<file path="src/rtl/fpc_pkg.sv">
package fpc_pkg;

    localparam int GRAN_BITS = 12;
    localparam int LIM_W     = 13;
    localparam int ADDR_W    = GRAN_BITS + LIM_W;
    localparam int WORD_W    = 32;

    localparam int WP_BIT    = 31;
    localparam int UP_LSB    = 16;
    localparam int RP_BIT    = 15;
    localparam int LO_LSB    = 0;

    typedef enum logic [1:0] {
        KIND_READ  = 2'd0,
        KIND_WRITE = 2'd1,
        KIND_ERASE = 2'd2,
        KIND_OTHER = 2'd3
    } acc_kind_e;

    typedef struct packed {
        logic             wr_en;
        logic [LIM_W-1:0] upper;
        logic             rd_en;
        logic [LIM_W-1:0] lower;
    } range_t;

    function automatic range_t word_to_range(input logic [WORD_W-1:0] w);
        range_t r;
        r.wr_en = w[WP_BIT];
        r.upper = w[UP_LSB +: LIM_W];
        r.rd_en = w[RP_BIT];
        r.lower = w[LO_LSB +: LIM_W];
        return r;
    endfunction

    function automatic logic [WORD_W-1:0] range_to_word(input range_t r);
        logic [WORD_W-1:0] w;
        w = '0;
        w[WP_BIT]             = r.wr_en;
        w[UP_LSB +: LIM_W]    = r.upper;
        w[RP_BIT]             = r.rd_en;
        w[LO_LSB +: LIM_W]    = r.lower;
        return w;
    endfunction

    function automatic logic kind_uses_wr_en(input logic [1:0] kind);
        return kind != KIND_READ;
    endfunction

endpackage

</file>
<file path="src/rtl/fpc_regfile.sv">
module fpc_regfile
    import fpc_pkg::*;
#(
    parameter int NUM_RANGES = 5,
    parameter int CFG_AW     = 3
) (
    input  logic                          clk,
    input  logic                          rst,
    input  logic                          cfg_we,
    input  logic [CFG_AW-1:0]             cfg_addr,
    input  logic [WORD_W-1:0]             cfg_wdata,
    output range_t [NUM_RANGES-1:0]       ranges,
    output logic                          locked
);
    localparam int CTRL_IDX = NUM_RANGES;

    logic   lock_q;
    range_t [NUM_RANGES-1:0] rng_q;

    for (genvar i = 0; i < NUM_RANGES; i++) begin : g_range
        always_ff @(posedge clk) begin
            if (rst) begin
                rng_q[i] <= '0;
            end else if (cfg_we && !lock_q && cfg_addr == CFG_AW'(i)) begin
                rng_q[i] <= word_to_range(cfg_wdata);
            end
        end
    end

    always_ff @(posedge clk) begin
        if (rst) begin
            lock_q <= 1'b0;
        end else if (cfg_we && cfg_addr == CFG_AW'(CTRL_IDX) && cfg_wdata[0]) begin
            lock_q <= 1'b1;
        end
    end

    assign ranges = rng_q;
    assign locked = lock_q;

    // the lock flag only ever rises until the next reset
    assert_lock_sticky_R4: assert property (@(posedge clk) disable iff (rst)
        lock_q |=> lock_q);

    // nothing on the register bus moves a range once locked
    assert_ranges_frozen_R5: assert property (@(posedge clk) disable iff (rst)
        lock_q |=> $stable(rng_q));

endmodule

</file>
<file path="config.mk">
export PLATFORM = sky130hd
export DESIGN_NAME = fpc_regfile
export DESIGN_NICKNAME = d
export VERILOG_FILES = /design/src/rtl/fpc_pkg.sv /design/src/rtl/fpc_regfile.sv
export SDC_FILE = /design/constraint.sdc
export NUM_CORES = 1
export LEC_CHECK = 0
export BUFFER_PORTS_ARGS = -buffer_cell sky130_fd_sc_hd__buf_2
export CELL_PAD_IN_SITES_DETAIL_PLACEMENT = 0
export CELL_PAD_IN_SITES_GLOBAL_PLACEMENT = 1
export CORE_ASPECT_RATIO = 0.9
export CORE_MARGIN = 1
export CORE_UTILIZATION = 35
export CTS_BUF_LIST = sky130_fd_sc_hd__clkbuf_16
export DETAILED_ROUTE_END_ITERATION = 6
export PLACE_DENSITY_LB_ADDON = 0.12
export RECOVER_POWER = 50
export SYNTH_ARGS = -nofsm -noshare
export SYNTH_HDL_FRONTEND = slang
export SYNTH_SLANG_ARGS = --single-unit
</file>
<file path="constraint.sdc">
create_clock -name clk -period 1.8 [get_ports clk]
set_input_delay 0.36 -clock clk [delete_from_list [all_inputs] [get_ports clk]]
set_output_delay 0.36 -clock clk [all_outputs]
set_load 0.05 [all_outputs]
</file>
---- Word level (Yosys, flattened, before mapping) ----
Index checks and enable logic that the tools add are counted.
operators by class
  equality and inequality tests ........... 5
  reduce and logical (&&, ||, !) cells .... 10
operators by type and width
  kind                                                  count
  logical AND 1 bit                                     8
  equality test 3 x 2 -> 1 bit (second input constant)  2
  equality test 3 bit (second input constant)           2
  equality test 3 x 1 -> 1 bit (second input constant)  1
  logical NOT 3 bit                                     1
  logical NOT 1 bit                                     1
storage, ports and cells
  flip-flop bits (word level) ............. 141
  logic and storage cells ................. 36
  input port bits ......................... 38
  output and inout bits ................... 141

---- Logic depth before layout (Yosys ltp) ----
Gate-level depths: netlist (run 1).
  depth in word-level cells ............... 3
  depth in mapped cells ................... 5
  gate-level depth less buffers ........... 3

---- Worst setup path after synthesis (run 1) ----
OpenSTA, ideal clock, no wires.
  path type ............................... reg-to-reg
  from .................................... reg lock_q (netlist: locked)
  to ...................................... reg rng_q, in the netlist ranges[121]
  period minus slack after synthesis ...... 1.718 ns
  arrival ................................. 1.596 ns
  required time ........................... 1.678 ns
  path buffers ............................ 2
  cell stages (with the launch flop) ...... 6
  slack ................................... 0.082 ns
  library setup time ...................... 0.122 ns
  cell sequence ........................... dfxtp_1 -> nand2b_4 -> or4b_4 -> buf_6 -> buf_12 -> mux2i_1
between the ends
  cells in the longest elaborated chain, start to end .. 3
RTL lines
  element                          line               RTL
  from (decl)                      fpc_regfile.sv:17  logic lock_q;
  from (signal assigned)           fpc_regfile.sv:32  lock_q <= 1'b0;
  from (signal assigned)           fpc_regfile.sv:34  lock_q <= 1'b1;
  logical NOT 1 bit                fpc_regfile.sv:24  end else if (cfg_we && !lock_q && cfg_addr == CFG_AW'(i)) begin
  logical AND 1 bit (2 in series)  fpc_regfile.sv:24
  to (signal, indexed assignment)  fpc_regfile.sv:25  rng_q[i] <= word_to_range(cfg_wdata);
  to (decl)                        fpc_regfile.sv:18  range_t [NUM_RANGES-1:0] rng_q;
Every way passes these cells.
A chain may end at the register's enable or synchronous reset.

---- Worst setup path after layout (run 1) ----
  from .................................... reg rng_q, in the netlist ranges[81]
  to ...................................... out ranges[81] (netlist bit)
RTL lines
  element    line               RTL
  to (decl)  fpc_regfile.sv:12  output range_t [NUM_RANGES-1:0] ranges,
No word-level cell between the ends.

==> metrics, run 1 <==
status=finished clean; critical path's top delay family=buffers and inverters; initial core utilization=a little over a third; Leak Pwr=3.458 nW; final-report max-slew violation count=0; Num CTS Buffers=17; CP startpoint kind=flip-flop; proportion of synthesized chip area in sequential cells=between 50 and 60%; Post-DP HPWL=about 9.8 mm; number of global-route vias before repair=approximately 4000; max-capacitance violation count=0; ant diodes=0; number of remaining DRC errors=0; instance area after placement=approximately 6700 µm²; biggest cell delay along the critical path=between 0.5 and 0.6 ns; power density relative to cell area=about 1000 nW/µm²; Die Outline Area=roughly 16000 µm²; cells traversed along the worst timing path=clkbuf_1; unique cell type count in the Yosys netlist=19; DRT Pass-1 Iters=4; wire length of the first global-routing pass=between 20 and 25 mm; worst-path fanout max=2; most common cell after layout, fill and taps aside=nand2b_1; min-delay worst type=input pin to flip-flop; largest area contributor in the synthesized netlist=dfxtp_1; die width=approximately 140 µm; Worst Clk Skew=0.005692 ns; clock tree from TritonCTS=yes; commonest non-fill, non-tap cells in the layout=169 x nand2b_1, 141 x dfxtp_1, 140 x mux2i_1; number of setup buffers added after CTS=0; total via count in the routed design=~4000; post-route antenna net violation count=0; boundary pin count=179; setup TNS=0 ns; count of placed standard cells in the final layout, fillers left out=between 800 and 900; transition at the pin with the smallest max-transition slack=0.6581 ns; required time at the endpoint of the critical path=around 1.4 ns; sequential cell area=between 2000 and 3000 µm²; Core Rows=43; violation count after the first detailed-routing iteration=around 170; global-route congestion overflow total=0; Clock Sinks=~140; final core utilization=45.62%; Power Total=7.113 mW; Syn. warnings=0; main area contributors after synthesis=dfxtp_1 51%, mux2i_1 25%, nand2b_1 19%; placeable core region=about 15000 µm²; final weighted congestion in routability-driven placement=around 0.74; Setup Crit Path Kind=flip-flop to output port; Net Count, Synth=between 500 and 600; later-pin clock latency in the skew report=roughly 0.41 ns; pin count of the biggest net entering global routing=74; mean instance size in the synthesized netlist=11.28 µm²; total buffers and inverters traversed by the critical path=1; Vert. Die Dim=around 120 µm; Port Buffer Count=174; library cell contributing the largest single delay on the critical path=clkbuf_1; share of layout cells above drive strength 1=between 10% and 20%; DR vias/cell=~4.5; post-DR wirelength/cell=around 16 µm; cell area after synthesis=approximately 5600 µm²; number of antenna violations at the first check in global routing=0; final number of setup-violating endpoints=0; Max Clock Freq=around 620 MHz; top cell type's share of synthesized area=50.55%; footprint of the multi-input gates=2551 µm²; Hold Buf Count CTS=0; Final Hold Fails=0; global routing usage summed across all routing layers=17.34%; type of destination of the critical path=output port; IR Drop Worst-Case VDD=about 600 µV; relative area change from synthesis to final layout=26.57%; number of fill cells in the layout=between 1500 and 2000; ratio of final minimum period to clock period=89.52%; number of placed cells counting well taps=851; buffer cell driving the clock tree root=clkbuf_16; total wirelength of the detailed-routed design=13.91 mm; RSZ-0062 raised after global routing=no; post-cts repair resize count=0; final net count=706; post-synthesis instance total=approximately 500; buffer depth of the longest clock path=2; data arrival time at the worst-slack endpoint=around 1.3 ns; finished layout cell area=a little over 7000 µm²; clock input transition at the sequential cells of the worst setup and hold paths=around 0.060 ns; total number of H-tree levels=4; Slew headroom=between 50% and 60%; min Tclk post-route=1.611 ns; number of storage elements in the synthesis netlist=141
==> synthesized netlist by cell type <==
cell type	instances
nand2b_1	168
dfxtp_1	141
mux2i_1	140
clkbuf_1	18
buf_2	9
buf_6	3
buf_12	2
buf_4	2
nand3b_1	2
a21oi_1	1
and3b_1	1
and4b_1	1
nand2b_4	1
nand3_1	1
nor2_1	1
nor3b_2	1
nor4_2	1
or4_1	1
or4b_4	1
==> cell type report <==
| type | instances | area share [%] |
|---|---|---|
| clock buffers | 17 | 6.019 |
| clock inverters | 15 | 1.629 |
| multi-input cells | 320 | 36.09 |
| flip-flops and latches | 141 | 39.94 |
| well taps | 202 | 3.576 |
| repair buffers | 188 | 12.75 |
==> state kept, by name (all words and copies together), names as in the netlist <==
register and count:
ranges 140, locked 1
==> metrics by stage <==
step	worst slack [ns]	hold WS, ns
after floorplan	0.08216	0.5689
after global placement	0.1858	0.4565
after detailed placement	0.1826	0.4590
after CTS	0.2776	0.3024
after global routing	0.1267	0.3171
final	0.1886	0.2980
==> worst paths after layout <==
check             cells after the start  slack (ns)               startpoint                       end
setup / recovery                      1        0.19  ranges[81]$_SDFFE_PP0P_                ranges[81]
hold / removal                        3        0.30              cfg_addr[0]       locked$_SDFFE_PP0P_
setup reg to reg                      4        0.26      locked$_SDFFE_PP0P_  ranges[112]$_SDFFE_PP0P_
hold reg to reg                       2        0.47  ranges[80]$_SDFFE_PP0P_   ranges[80]$_SDFFE_PP0P_
==> cells by family after synthesis <==
group,synth area share (%)
mux,25.10
buf+inv,3.607
simple gates,20.66
compound gates,0.08954
flops,50.55
==> layer usage <==
| metal | up-vias | share of wire, % | track usage, % |
|---|---|---|---|
| li1 | 1991 | - | - |
| met1 | 1875 | 45 | 20.84 |
| met2 | 107 | 46 | 27.56 |
| met3 | 15 | 6.8 | 7.074 |
| met4 | 0 | 1.8 | 6.742 |
| met5 | - | 0 | 0 |
==> power by group <==
part / leakage (nW) / switching, mW / internal, mW
combinational: 2.04 / 0.457 / 0.208
clock: 0.276 / 1.24 / 1.98
sequential: 1.14 / 0.0353 / 3.19
Power figures use the tool's default switching activity.
==> run 2: changes to the inputs <==
--- a/config.mk
+++ b/config.mk
@@ -8,13 +8,14 @@
 export BUFFER_PORTS_ARGS = -buffer_cell sky130_fd_sc_hd__buf_2
 export CELL_PAD_IN_SITES_DETAIL_PLACEMENT = 0
 export CELL_PAD_IN_SITES_GLOBAL_PLACEMENT = 1
-export CORE_ASPECT_RATIO = 0.9
+export CORE_ASPECT_RATIO = 1.4
 export CORE_MARGIN = 1
 export CORE_UTILIZATION = 35
 export CTS_BUF_LIST = sky130_fd_sc_hd__clkbuf_16
 export DETAILED_ROUTE_END_ITERATION = 6
 export PLACE_DENSITY_LB_ADDON = 0.12
 export RECOVER_POWER = 50
+export SLEW_MARGIN = 25
 export SYNTH_ARGS = -nofsm -noshare
 export SYNTH_HDL_FRONTEND = slang
 export SYNTH_SLANG_ARGS = --single-unit
==> run 2 against run 1 <==
Effect of this change:
- combinational power rose by 2%
- register-to-register slack got worse by 0.03 ns
- sequential power about the same
- sequential share of layout area fell by 0.59 points
- routed wire length grew 2.5%
- final area rose by 1.5%
- non-clock buffer count up 7
- power up 2.8%
- worst setup slack worse by 0.0043 ns
- sequential cell count is the same
- critical path type unchanged
- largest cell class unchanged
- largest power group is now clock
==> metrics, run 2 (synthesis results as in run 1) <==
status=finished clean; cells traversed along the worst timing path=clkbuf_1; initial core utilization=35.78% (-0.26 points); DRT Pass-1 Iters=4 (unchanged); global-route met3 utilization=5.988% (-1.1 points); power density relative to cell area=1019 nW/µm² (+1.2%); boundary pin count=179 (unchanged); data arrival time at the worst-slack endpoint=1.26 ns (about the same); post-cts repair resize count=0 (unchanged); relative area change from synthesis to final layout=28.48%; Port Buffer Count=174 (unchanged); violation count after the first detailed-routing iteration=123 (-29%); final weighted congestion in routability-driven placement=0.7358 (-0.82%); final net count=713 (+0.99%); Vert. Die Dim=151.5 µm (+24%); global routing usage summed across all routing layers=17.92% (+0.57 points); type of destination of the critical path=output port; biggest cell delay along the critical path=0.52 ns (about the same); Max Clock Freq=618.9 MHz (-0.27%); number of antenna violations at the first check in global routing=0 (unchanged); RSZ-0062 raised after global routing=no; Post-DP HPWL=10.10 mm (+3.3%); setup TNS=0 ns (unchanged); Hold Buf Count CTS=0 (unchanged); transition at the pin with the smallest max-transition slack=0.6692 ns (+0.01107 ns); Power Total=7.310 mW (+2.8%); max-capacitance violation count=0 (unchanged); min Tclk post-route=1.616 ns (+0.004295 ns); Clock Sinks=141 (unchanged); die width=108.8 µm (-20%); commonest non-fill, non-tap cells in the layout=169 x nand2b_1, 141 x dfxtp_1, 140 x mux2i_1; IR Drop Worst-Case VDD=434.8 µV (-27%); number of setup buffers added after CTS=0 (unchanged); Top Usage Layer GRT=met2; total via count in the routed design=4048 (+1.5%); pin count of the biggest net entering global routing=42 (-43%); post-route antenna net violation count=0 (unchanged); total buffers and inverters traversed by the critical path=1 (unchanged); Worst Clk Skew=0.004407 ns (-0.001285 ns); final-report max-slew violation count=0 (unchanged); wire length of the first global-routing pass=21.83 mm (+2.1%); grt met2 use=30.28% (+2.7 points); Setup Crit Path Kind=flip-flop to output port; critical path's top delay family=buffers and inverters; min-delay worst type=input pin to flip-flop; required time at the endpoint of the critical path=1.44 ns (about the same); number of global-route vias before repair=4106 (+2.1%); internal reg-to-reg setup slack=0.23 ns (-0.03 ns); post-DR wirelength/cell=16.13 µm (+2.4%); met1 Resource Use GR=20.76% (-0.080 points); max FFs per register=140 (unchanged); clock tree from TritonCTS=yes; total wirelength of the detailed-routed design=14.26 mm (+2.5%); share of layout cells above drive strength 1=21.22% (+2.0 points); library cell contributing the largest single delay on the critical path=clkbuf_1; number of remaining DRC errors=0 (unchanged); most common cell after layout, fill and taps aside=nand2b_1; Die Outline Area=16470 µm² (about the same); final number of setup-violating endpoints=0 (unchanged); buffer cell driving the clock tree root=clkbuf_16; Slew headroom=55.58% (-0.73 points); global-route congestion overflow total=0 (unchanged); ant diodes=0 (unchanged); Leak Pwr=3.550 nW (+2.7%); DR vias/cell=4.579 (+1.4%); ratio of final minimum period to clock period=89.76% (+0.24 points); smallest setup slack after layout=0.1843 ns (-0.004295 ns); clock input transition at the sequential cells of the worst setup and hold paths=0.06 ns (about the same); buffer depth of the longest clock path=2 (unchanged); later-pin clock latency in the skew report=0.41 ns (about the same); final core utilization=45.97% (+0.35 points); total number of H-tree levels=4 (unchanged); worst-path fanout max=2 (unchanged); placeable core region=15610 µm² (+0.73%); Final Hold Fails=0 (unchanged); Num CTS Buffers=17 (unchanged); Core Rows=54 (+26%); Setup WS pre-CTS=0.1797 ns (-0.002910 ns); CP startpoint kind=flip-flop
run 2: changes by cell type in the layout (fill, tap and decap cells not counted), sizes merged:
cell	before	now
clkinvlp	1	0
clkbuf	102	94
bufinv	2	3
inv	4	5
buf	103	118
clkinv	8	7
run 2: through the flow:
stage	hold slack [ns]	cells	area (µm²)
6_report	0.3105	884	7174
5_1_grt	0.3107	884	7174
4_1_cts	0.2995	884	7301
3_5_place_dp	0.4591	852	6735
3_3_place_gp	0.4550	852	6735
2_1_floorplan	0.5689	495	5584
run 2: final timing paths:
| path | endpoint | startpoint | cells after the start |
|---|---|---|---|
| setup / recovery | ranges[61] | ranges[61]$_SDFFE_PP0P_ | 1 |
| hold / removal | ranges[72]$_SDFFE_PP0P_ | cfg_wdata[18] | 3 |
| setup reg to reg | ranges[116]$_SDFFE_PP0P_ | locked$_SDFFE_PP0P_ | 4 |
| hold reg to reg | ranges[46]$_SDFFE_PP0P_ | ranges[46]$_SDFFE_PP0P_ | 2 |
run 2: per-layer routing:
| layer | vias up | wire length, µm |
|---|---|---|
| met4 | 0 | 157 |
| li1 | 1999 | - |
| met2 | 117 | 7108 |
| met1 | 1919 | 6137 |
| met5 | - | 0 |
| met3 | 13 | 852 |
run 2: power breakdown:
part | switching (mW) | total, mW | internal, mW
combinational | 0.462 | 0.681 | 0.218
sequential | 0.0350 | 3.23 | 3.19
clock | 1.28 | 3.40 | 2.13
total | 1.77 | 7.31 | 5.53
run 2: worst register-to-register path, cell delays in order, from the launching register on:
cell	delay, ns
dfxtp_1	0.32
nand2b_1	0.20
or4b_4	0.53
buf_4	0.24
mux2i_1	0.15
run 2: cell type report:
class,instances,area (µm²)
clock buffer,17,425.4
clock inverter,15,140.1
timing repair buffer,195,979.7
multi-input combinational,320,2561
sequential,141,2823
fill,1562,8433
tap,196,245.2
==> run 3: changes to the inputs <==
==> constraint.sdc (replaced) <==
create_clock -name clk -period 1.75 [get_ports clk]
set_input_delay 0.35 -clock clk [delete_from_list [all_inputs] [get_ports clk]]
set_output_delay 0.35 -clock clk [all_outputs]
set_load 0.05 [all_outputs]
==> run 3 against run 2 <==
Effect of this change:
- largest power group unchanged
- sequential cell count did not move
- highest routed layer unchanged
- power rose by 6.3%
- non-clock buffer count fell by 3
- critical endpoint is now ranges[91]
- clock power rose by 11%
- global-route usage fell by 0.25 points
- sequential power rose by 3%
- critical path depth did not move
- cell count fell by 0.34%
==> metrics, run 3 (synthesis results as in run 1) <==
biggest cell delay along the critical path=0.52 ns (about the same); post-cts repair resize count=0 (unchanged); final weighted congestion in routability-driven placement=0.7560 (+2.7%); final-report max-slew violation count=0 (unchanged); share of layout cells above drive strength 1=21.46% (+0.24 points); total buffers and inverters traversed by the critical path=1 (unchanged); ratio of final minimum period to clock period=between 90% and 100%; later-pin clock latency in the skew report=0.41 ns (about the same); commonest non-fill, non-tap cells in the layout=169 x nand2b_1, 141 x dfxtp_1, 140 x mux2i_1; CP startpoint kind=flip-flop; status=finished clean; DRT Pass-1 Iters=4 (unchanged); Clock Sinks=141 (unchanged); required time at the endpoint of the critical path=1.40 ns (-0.04 ns); critical path's top delay family=buffers and inverters; number of setup buffers added after CTS=0 (unchanged); worst-path fanout max=2 (unchanged); total via count in the routed design=4058 (+0.25%); Max Clock Freq=between 600 and 700 MHz; final core utilization=46.12% (+0.15 points); global-route congestion overflow total=0 (unchanged); final-layout worst hold slack=0.3087 ns (-0.001748 ns); relative area change from synthesis to final layout=28.90%; violation count after the first detailed-routing iteration=176 (+43%); wire length of the first global-routing pass=21.82 mm (about the same); total number of H-tree levels=4 (unchanged); Worst Clk Skew=0.008331 ns (+0.003924 ns); cells traversed along the worst timing path=clkbuf_1; Slew headroom=55.31% (-0.27 points); Hold Buf Count CTS=0 (unchanged); data arrival time at the worst-slack endpoint=1.25 ns (about the same); number of remaining DRC errors=0 (unchanged); Vert. Die Dim=151.5 µm (unchanged); finished layout cell area=7198 µm² (+0.33%); buffer cell driving the clock tree root=clkbuf_16; max FFs per register=140 (unchanged); clock input transition at the sequential cells of the worst setup and hold paths=0.06 ns (about the same); boundary pin count=179 (unchanged); Num CTS Buffers=17 (unchanged); Core Rows=54 (unchanged); IR Drop Worst-Case VDD=492.8 µV (+13%); RSZ-0062 raised after global routing=no; number of antenna violations at the first check in global routing=0 (unchanged); Die Outline Area=16470 µm² (unchanged); max-capacitance violation count=0 (unchanged); Final Hold Fails=0 (unchanged); Leak Pwr=3.523 nW (-0.76%); Setup Crit Path Kind=flip-flop to output port; initial core utilization=35.78% (unchanged); Post-DP HPWL=9.980 mm (-1.2%); global routing usage summed across all routing layers=17.67% (-0.25 points); buffer depth of the longest clock path=2 (unchanged); total wirelength of the detailed-routed design=14.16 mm (-0.67%); transition at the pin with the smallest max-transition slack=0.6733 ns (+0.004076 ns); placeable core region=15610 µm² (unchanged); DR vias/cell=4.606 (+0.59%); post-DR wirelength/cell=16.07 µm (-0.33%); min Tclk post-route=1.600 ns; final number of setup-violating endpoints=0 (unchanged); clock tree from TritonCTS=yes; min-delay worst type=input pin to flip-flop; final net count=710 (-0.42%); setup TNS=0 ns (unchanged); number of global-route vias before repair=4087 (-0.46%); die width=108.8 µm (unchanged); type of destination of the critical path=output port; library cell contributing the largest single delay on the critical path=clkbuf_1; ant diodes=0 (unchanged); pin count of the biggest net entering global routing=69 (+64%); post-route antenna net violation count=0 (unchanged); most common cell after layout, fill and taps aside=nand2b_1; Port Buffer Count=174 (unchanged); instance area after placement=6700 µm² (-0.52%); power density relative to cell area=1080 nW/µm² (+6.0%)
## run 3: cell count changes in the layout (fill, tap and decap cells not counted), moves of 2 or more
cell	previous run	this run
buf_2	100	94
inv_6	0	2
clkbuf_2	1	8
clkinv_4	0	2
buf_4	13	9
clkinvlp_4	0	4
clkinv_2	4	0
inv_1	5	1
## run 3: path summary, 6_finish.rpt
kind,slack (ns),start,cells after the start,endpoint
max,0.15,ranges[91]$_SDFFE_PP0P_,1,ranges[91]
min,0.31,cfg_wdata[3],3,ranges[87]$_SDFFE_PP0P_
max reg2reg,0.16,locked$_SDFFE_PP0P_,4,ranges[133]$_SDFFE_PP0P_
min reg2reg,0.47,ranges[22]$_SDFFE_PP0P_,2,ranges[22]$_SDFFE_PP0P_
## run 3: layout make-up
cell class	count	area, µm²
repair buffers	192	947.2
clock inverters	15	196.4
fillers	1543	8409
clock buffers	17	425.4
flip-flops and latches	141	2823
multi-input cells	320	2561
well taps	196	245.2
## run 3: worst reg2reg max path: stages, from the launching register on
cell	delay [ns]
dfxtp_1	0.34
nand2b_1	0.21
or4b_4	0.55
buf_4	0.24
mux2i_1	0.14
## run 3: per-layer routing
layer / global-route usage (%) / share of wire, % / wire, µm / up-vias
li1: - / - / - / 1996
met3: 5.817 / 5.9 / 837 / 5
met5: 0 / 0 / 0 / -
met4: 5.676 / 0.71 / 101 / 0
met1: 21.61 / 45 / 6302 / 1942
met2: 29.11 / 49 / 6919 / 115
## run 3: power breakdown
group / internal [mW] / switching, mW
sequential: 3.28 / 0.0375
clock: 2.38 / 1.38
combinational: 0.219 / 0.473
## run 3: per-stage QoR
stage                     total power, mW  cells  worst slack, ns
after floorplan                     3.899    495          0.03216
after global placement              4.092    849           0.1482
after detailed placement            4.104    849           0.1037
after CTS                           7.888    881           0.2100
after global routing                8.062    881          0.08764
final                               7.772    881           0.1505
